===== config.mk =====
export PLATFORM = sky130hd
export DESIGN_NAME = bta_gen
export DESIGN_NICKNAME = d
export VERILOG_FILES = /design/src/rtl/bta_pkg.sv /design/src/rtl/bta_disp_ext.sv /design/src/rtl/bta_tgt_sel.sv /design/src/rtl/bta_link_gen.sv /design/src/rtl/bta_gen.sv
export SDC_FILE = /design/constraint.sdc
export NUM_CORES = 1
export LEC_CHECK = 0
export ABC_AREA = 1
export BUFFER_PORTS_ARGS = -buffer_cell sky130_fd_sc_hd__buf_4
export CORE_UTILIZATION = 51
export CTS_BUF_LIST = sky130_fd_sc_hd__clkbuf_16
export DETAILED_ROUTE_END_ITERATION = 7
export PLACE_DENSITY = 0.72
export SLEW_MARGIN = 20
export SYNTH_ARGS = -nofsm -noshare
export SYNTH_HDL_FRONTEND = slang
export SYNTH_HIERARCHICAL = 1
export SYNTH_SLANG_ARGS = --single-unit

===== constraint.sdc =====
create_clock -name clk -period 0.95 [get_ports clk]
set_clock_uncertainty 0.2 [all_clocks]
set_input_delay 0.285 -clock clk [delete_from_list [all_inputs] [get_ports clk]]
set_output_delay 0.285 -clock clk [all_outputs]
set_load 0.02 [all_outputs]

===== src/rtl/bta_pkg.sv =====
package bta_pkg;
    // Fixed instruction encoding positions (little-endian vector indices)
    localparam int INSTR_W     = 32;
    localparam int LINK_BIT    = 0;
    localparam int ABS_BIT     = 1;
    localparam int ALIGN_BITS  = 2;
    localparam int LONG_DISP_W = 24;
    localparam int COND_DISP_W = 14;
    localparam int INSTR_BYTES = 4;

    typedef enum logic {
        FORM_COND = 1'b0,
        FORM_LONG = 1'b1
    } form_e;
endpackage


===== src/rtl/bta_disp_ext.sv =====
module bta_disp_ext
    import bta_pkg::*;
#(
    parameter int ADDR_W = 64
) (
    input  logic [LONG_DISP_W+ALIGN_BITS-1:ALIGN_BITS] field_i,
    input  form_e                                       form_i,
    output logic [ADDR_W-1:0]                           disp_o
);
    localparam int LONG_PAD = ADDR_W - LONG_DISP_W - ALIGN_BITS;
    localparam int COND_PAD = ADDR_W - COND_DISP_W - ALIGN_BITS;
    localparam int COND_TOP = COND_DISP_W + ALIGN_BITS - 1;
    localparam int LONG_TOP = LONG_DISP_W + ALIGN_BITS - 1;

    logic [ADDR_W-1:0] long_ext;
    logic [ADDR_W-1:0] cond_ext;

    always_comb begin
        long_ext = {{LONG_PAD{field_i[LONG_TOP]}},
                    field_i[LONG_TOP:ALIGN_BITS], {ALIGN_BITS{1'b0}}};
        cond_ext = {{COND_PAD{field_i[COND_TOP]}},
                    field_i[COND_TOP:ALIGN_BITS], {ALIGN_BITS{1'b0}}};
        unique case (form_i)
            FORM_LONG: disp_o = long_ext;
            FORM_COND: disp_o = cond_ext;
            default:   disp_o = cond_ext;
        endcase
    end
endmodule


===== src/rtl/bta_tgt_sel.sv =====
module bta_tgt_sel #(
    parameter int ADDR_W = 64
) (
    input  logic [ADDR_W-1:0] disp_i,
    input  logic [ADDR_W-1:0] pc_i,
    input  logic              abs_i,
    output logic [ADDR_W-1:0] target_o
);
    logic [ADDR_W-1:0] base;

    always_comb begin
        base     = abs_i ? '0 : pc_i;
        target_o = base + disp_i;  // wraps modulo 2^ADDR_W
    end
endmodule


===== src/rtl/bta_link_gen.sv =====
module bta_link_gen
    import bta_pkg::*;
#(
    parameter int ADDR_W = 64
) (
    input  logic [ADDR_W-1:0] pc_i,
    input  logic              link_bit_i,
    output logic              link_we_o,
    output logic [ADDR_W-1:0] link_val_o
);
    localparam logic [ADDR_W-1:0] STEP = ADDR_W'(INSTR_BYTES);

    always_comb begin
        link_we_o  = link_bit_i;
        link_val_o = pc_i + STEP;
    end
endmodule


===== src/rtl/bta_gen.sv =====
module bta_gen
    import bta_pkg::*;
#(
    parameter int ADDR_W  = 64,
    parameter bit OUT_REG = 1'b1
) (
    input  logic              clk,
    input  logic              rst_n,
    input  logic [31:0]       instr_i,
    input  logic [ADDR_W-1:0] pc_i,
    input  logic              long_form_i,
    output logic [ADDR_W-1:0] target_o,
    output logic              link_we_o,
    output logic [ADDR_W-1:0] link_val_o
);
    localparam int FIELD_HI = LONG_DISP_W + ALIGN_BITS - 1;

    form_e             form;
    logic [ADDR_W-1:0] disp;
    logic [ADDR_W-1:0] tgt_c;
    logic              we_c;
    logic [ADDR_W-1:0] lnk_c;
    logic              unused_opcode;

    assign form          = form_e'(long_form_i);
    assign unused_opcode = ^instr_i[INSTR_W-1:FIELD_HI+1];

    bta_disp_ext #(.ADDR_W(ADDR_W)) u_disp (
        .field_i (instr_i[FIELD_HI:ALIGN_BITS]),
        .form_i  (form),
        .disp_o  (disp)
    );

    bta_tgt_sel #(.ADDR_W(ADDR_W)) u_tgt (
        .disp_i   (disp),
        .pc_i     (pc_i),
        .abs_i    (instr_i[ABS_BIT]),
        .target_o (tgt_c)
    );

    bta_link_gen #(.ADDR_W(ADDR_W)) u_link (
        .pc_i       (pc_i),
        .link_bit_i (instr_i[LINK_BIT]),
        .link_we_o  (we_c),
        .link_val_o (lnk_c)
    );

    generate
        if (OUT_REG) begin : g_reg
            logic [ADDR_W-1:0] tgt_q;
            logic              we_q;
            logic [ADDR_W-1:0] lnk_q;

            always_ff @(posedge clk or negedge rst_n) begin
                if (!rst_n) begin
                    tgt_q <= '0;
                    we_q  <= 1'b0;
                    lnk_q <= '0;
                end else begin
                    tgt_q <= tgt_c;
                    we_q  <= we_c;
                    lnk_q <= lnk_c;
                end
            end

            always_comb begin
                target_o   = tgt_q;
                link_we_o  = we_q;
                link_val_o = lnk_q;
            end
        end else begin : g_comb
            logic unused_clk;
            assign unused_clk = clk ^ rst_n;

            always_comb begin
                target_o   = tgt_c;
                link_we_o  = we_c;
                link_val_o = lnk_c;
            end
        end
    endgenerate
endmodule


==> metrics.yaml, run 1 <==
global_routing:
  grt_use_total: 0.6987
  grt_max_degree: 39
  overflow: 2
  antenna_found_initial: 8
place:
  dpl_cell_area_sq_mm: 0.01719
  dp_hpwl_mm: 39.29
  gp_congestion: 0.9941
  place_ws_ps: -1743
  io_buffer_count: 221
die:
  io-pin-count: 228
  die_w_um: 156.8
  die_h_um: 156.8
  start_util: 0.5205
  row_count: 56
logic_synthesis:
  ys_warn_count: 6
  synth_seq_area_share: 0.2642
  synth_cell_types: 32
  syn_area_sq_mm: 0.01222
  avgSynthCellArea_sq_um: 5.897
  synthFlopType: "dfrtp_1"
  synth_edf_count: 0
  async_flop_share: 1.000
  ys_ff_latch: 129
  synth_cells: 2072
run_status:
  status: "did not finish"
  stop_stage: "5_1_grt"
  tool.error: "[ERROR GRT-0232] Routing congestion too high. Check the congestion heatmap in the GUI."
cts:
  htree_levels: 4
  cts_root_buf: "clkbuf_16"
  numCtsBuffers: 17
  clock_sinks: 129
  cts_buffer_depth: 2
timing:
  worst_path_end_type: "register data pin"
  crit_endpoint: "target_o[61]$_DFF_PN0_/D"
## cell families after synthesis
kind of cell	Yosys count	synth area share
and+or+nand+nor	1260	0.4275
other	1	0.0003069
xor gates and xnor gates	64	0.04588
AOI/OAI and AO/OA	61	0.02560
adders and majority gates	65	0.06718
DFF	129	0.2642
buffers and inverters	492	0.1693
## per-stage QoR
step | instances | setup TNS (ps) | utilization | hold slack [ps]
after CTS | 2869 | -132970 | 0.8314 | -471.1
after detailed placement | 2804 | -137870 | 0.7323 | -10.86
after global placement | 2804 | -132160 | 0.7323 | -10.97
after floorplan | 2073 | -84300 | - | -210.6
## cells in the mapped netlist, types with 2 or more instances
master / n / area (sq um)
nand2_1: 804 / 3018
inv_1: 426 / 1599
nor2_1: 276 / 1036
dfrtp_1: 129 / 3228
nand3_1: 65 / 325.3
ha_1: 64 / 800.8
buf_4: 57 / 427.9
xor2_1: 44 / 385.4
a21oi_1: 40 / 200.2
nand2_2: 29 / 181.4
nand4_1: 23 / 143.9
xnor2_1: 20 / 175.2
nor2_2: 19 / 118.9
nor3_1: 12 / 60.06
o21ai_1: 11 / 55.05
nor2_4: 8 / 90.09
nand3_2: 7 / 70.07
o21ai_0: 7 / 35.03
clkbuf_1: 6 / 22.52
nand2_4: 5 / 56.30
nand3b_1: 3 / 22.52
nor3_2: 3 / 30.03
o21bai_1: 3 / 22.52
nor2_8: 2 / 40.04
or2_2: 2 / 12.51
## metal layers
layer  GRT overflow  GRT usage
met5              0     0.1988
met2              2     0.8965
met1              0     0.7208
met3              0     0.4821
met4              0     0.6802
## timing repair
item / in CTS
cloned: 5
hold endpoints to repair: 163
pin swaps: 108
hold buffers: 3
resized for setup: 385
endpoints found under the setup margin: 250
buffers inserted: 25
==> run 2: changes to the inputs <==
CORE_UTILIZATION = 36   (was 51)
CTS_BUF_LIST = not set   (was sky130_fd_sc_hd__clkbuf_16)
PLACE_DENSITY = not set   (was 0.72)
PLACE_DENSITY_LB_ADDON = 0.15   (was not set)
==> metrics.yaml, run 2 <==
worst_setup_path:
  crit_fanout: 7
  crit_required_ps: 1100
  criticalPathCategory: "in2reg"
  worstPathArrival_ps: 2120
  start_kind: "input pin"
  worst_setup_path_end_kind: "flop"
layout:
  postLayoutCellArea_sq_mm: 0.02255
  fin_cells: 3068
  register_area_sq_mm: 0.003228
  n_antenna_cell: 0
  multi_input_area_sq_mm: 0.01103
  nNetsFinal: 2771
  nFillCells: 2751
  final_common_cell: "nand2_1"
  final_cell_mix: "469 x nand2_1, 336 x buf_4, 324 x inv_1"
  area_delta_synth_final_pct: 84.57
  drive_above_1_share: 0.5504
logic_synthesis:
  synth_cells: 2072  # unchanged
  synth_edf_count: 0  # unchanged
  ys_warn_count: 6  # unchanged
  avgSynthCellArea_sq_um: 5.897  # unchanged
  synthFlopType: "dfrtp_1"
  synth_cell_types: 32  # unchanged
  synth_top_area_frac: 0.2642  # unchanged
  synthTopCellsByCount: "804 x nand2_1, 426 x inv_1, 276 x nor2_1"
  async_flop_share: 1.000  # unchanged
  synth_seq_area_share: 0.2642  # unchanged
  synth_area_leaders: "dfrtp_1 26%, nand2_1 25%, inv_1 13%, nor2_1 8.5%, ha_1 6.6%"
  yosysTopAreaCell: "dfrtp_1"
  yosysMostFrequentCell: "nand2_1"
  syn_area_sq_mm: 0.01222  # unchanged
  ys_ff_latch: 129  # unchanged
power:
  irDropWorstVdd_mv: 1.424
  swShare: 0.3840
  intPower_mw: 15.84
  p_seq_frac: 0.256
  powerDensity_mw_per_mm2: 1140
  leakage_nw: 11.88
  p_sw_mw: 9.875
  p_comb_frac: 0.468
  clkPwrFrac: 0.276
timing:
  layout_worst_path_cycle_share: 2.079
  grt_setup_unrepaired: "true"
  period_minus_slack_ps: 1975
  slew_viol_final: 0
  whs_ps: -103.8
  hold_violations: 33
  setup_ws_ps: -1025
  setup_viol: 253
  fmax_mhz: 506.4
die:
  io-pin-count: 228  # unchanged
  dieArea_sq_mm: 0.03468
  core_area_sq_mm: 0.03345
  start_util: 0.3653  # -0.1552
  die_h_um: 186.2  # +19%
  row_count: 67  # +20%
  die_w_um: 186.2  # +19%
global_routing:
  antenna_found_initial: 0
  grt_use_total: 0.3069
  grt_pass1_wl_mm: 78.50
  overflow: 0
  grt_max_degree: 38
  grt_pass1_vias: 14150
detailed_routing:
  routed_via_density: 4.735
  drt_iter0_markers: 893
  wire_per_inst_um: 17.45
  remaining_drc_errors: 0
  vias: 14530
  ant_nets: 0
  dr.pass1.iters: 5
  routed_wirelength_mm: 53.53
place:
  dpl_cell_area_sq_mm: 0.01748  # +1.7%
  placed_cells: 2953  # +5.3%
  io_buffer_count: 221  # unchanged
  gp_congestion: 0.9180  # -7.7%
  dp_hpwl_mm: 41.50  # +5.6%
  place_ws_ps: -1707  # +35.99 ps
flow_run:
  drv_cap: 0
cts:
  cts_tree: "built"
  clock_sinks: 129  # unchanged
  htree_levels: 4  # unchanged
  numCtsBuffers: 17  # unchanged
  clk_pin_slew_ps: 60
  cts_root_buf: "clkbuf_16"
  cts_buffer_depth: 2  # unchanged
  cts_hold_buf: 4  # +1
worst_hold_path:
  min_path_type: "in2reg"
run_status:
  failed_checks: "hold timing, setup timing"
  status: "complete, but fails checks"
run 2: cell counts after synthesis:
Identical to the previous run, type by type.
run 2: power by group through the flow:
stage / Clock [mW] / Sequential (mW) / Combinational [mW]
floorplan: 0 / 7.39 / 4.13
global placement: 0 / 6.54 / 8.93
detailed placement: 0 / 6.55 / 8.94
CTS: 7.19 / 6.59 / 10.8
global route: 7.41 / 6.64 / 12.8
finish: 7.09 / 6.59 / 12.0
run 2: area by class of cell:
class	instances	share of cell area
inverter	427	0.07296
multi-input combinational	1453	0.4889
clock buffer	19	0.01964
sequential	129	0.1432
clock inverter	13	0.007158
tap	448	0.02486
timing repair buffer	579	0.2433
run 2: per-layer routing:
metal,vias to the layer above,GRT usage,part of all wire
li1,7131,-,-
met1,6835,0.4074,0.45
met4,0,0.1125,0.033
met3,92,0.03427,0.046
met2,470,0.5121,0.47
met5,-,0,0
run 2: critical path, stage by stage:
cell and delay, ps:
buf_12 120, inv_8 50, nand2_8 70, nand2_8 160, buf_6 160, ha_4 230, nand2_4 120, inv_1 50
nand2_1 60, nand2_1 70, inv_1 70, nand2_2 90, a21oi_2 180, nand2_4 130, nand2_4 90, nand2_2 50
nand2_1 80, nand2_1 60
run 2: per-stage QoR:
stage / util / setup TNS (ps) / total power, mW
after detailed placement: 0.5226 / -143070 / 15.49
final: 0.6742 / -136080 / 25.71
after CTS: 0.6305 / -133590 / 24.62
after floorplan: - / -84300 / 11.52
after global routing: 0.6742 / -146420 / 26.85
after global placement: 0.5226 / -141980 / 15.47
run 2: cell families after synthesis:
group,after synthesis,share of synthesized area
AOI/OAI and AO/OA,61,0.02560
xor gates and xnor gates,64,0.04588
adders and majority gates,65,0.06718
buffers and inverters,492,0.1693
DFF,129,0.2642
other,1,0.0003069
and+or+nand+nor,1260,0.4275
run 2: repair_timing:
item	CTS	global route
buffers inserted	63	28
endpoints found under the hold margin	176	30
cloned	6	0
pin swaps	256	253
resized for setup	655	382
endpoints found under the setup margin	250	251
run 2: path summary, 6_finish.rpt:
kind	start	end	slack, ps	cells past startpoint
min in group asynchronous	rst_n	link_we_o$_DFF_PN0_	20	2
worst max-delay path	long_form_i	target_o[62]$_DFF_PN0_	-1020	18
max in group asynchronous	rst_n	target_o[61]$_DFF_PN0_	80	3
worst min-delay path	pc_i[55]	link_val_o[55]$_DFF_PN0_	-100	3
Power figures use the tool's default switching activity.
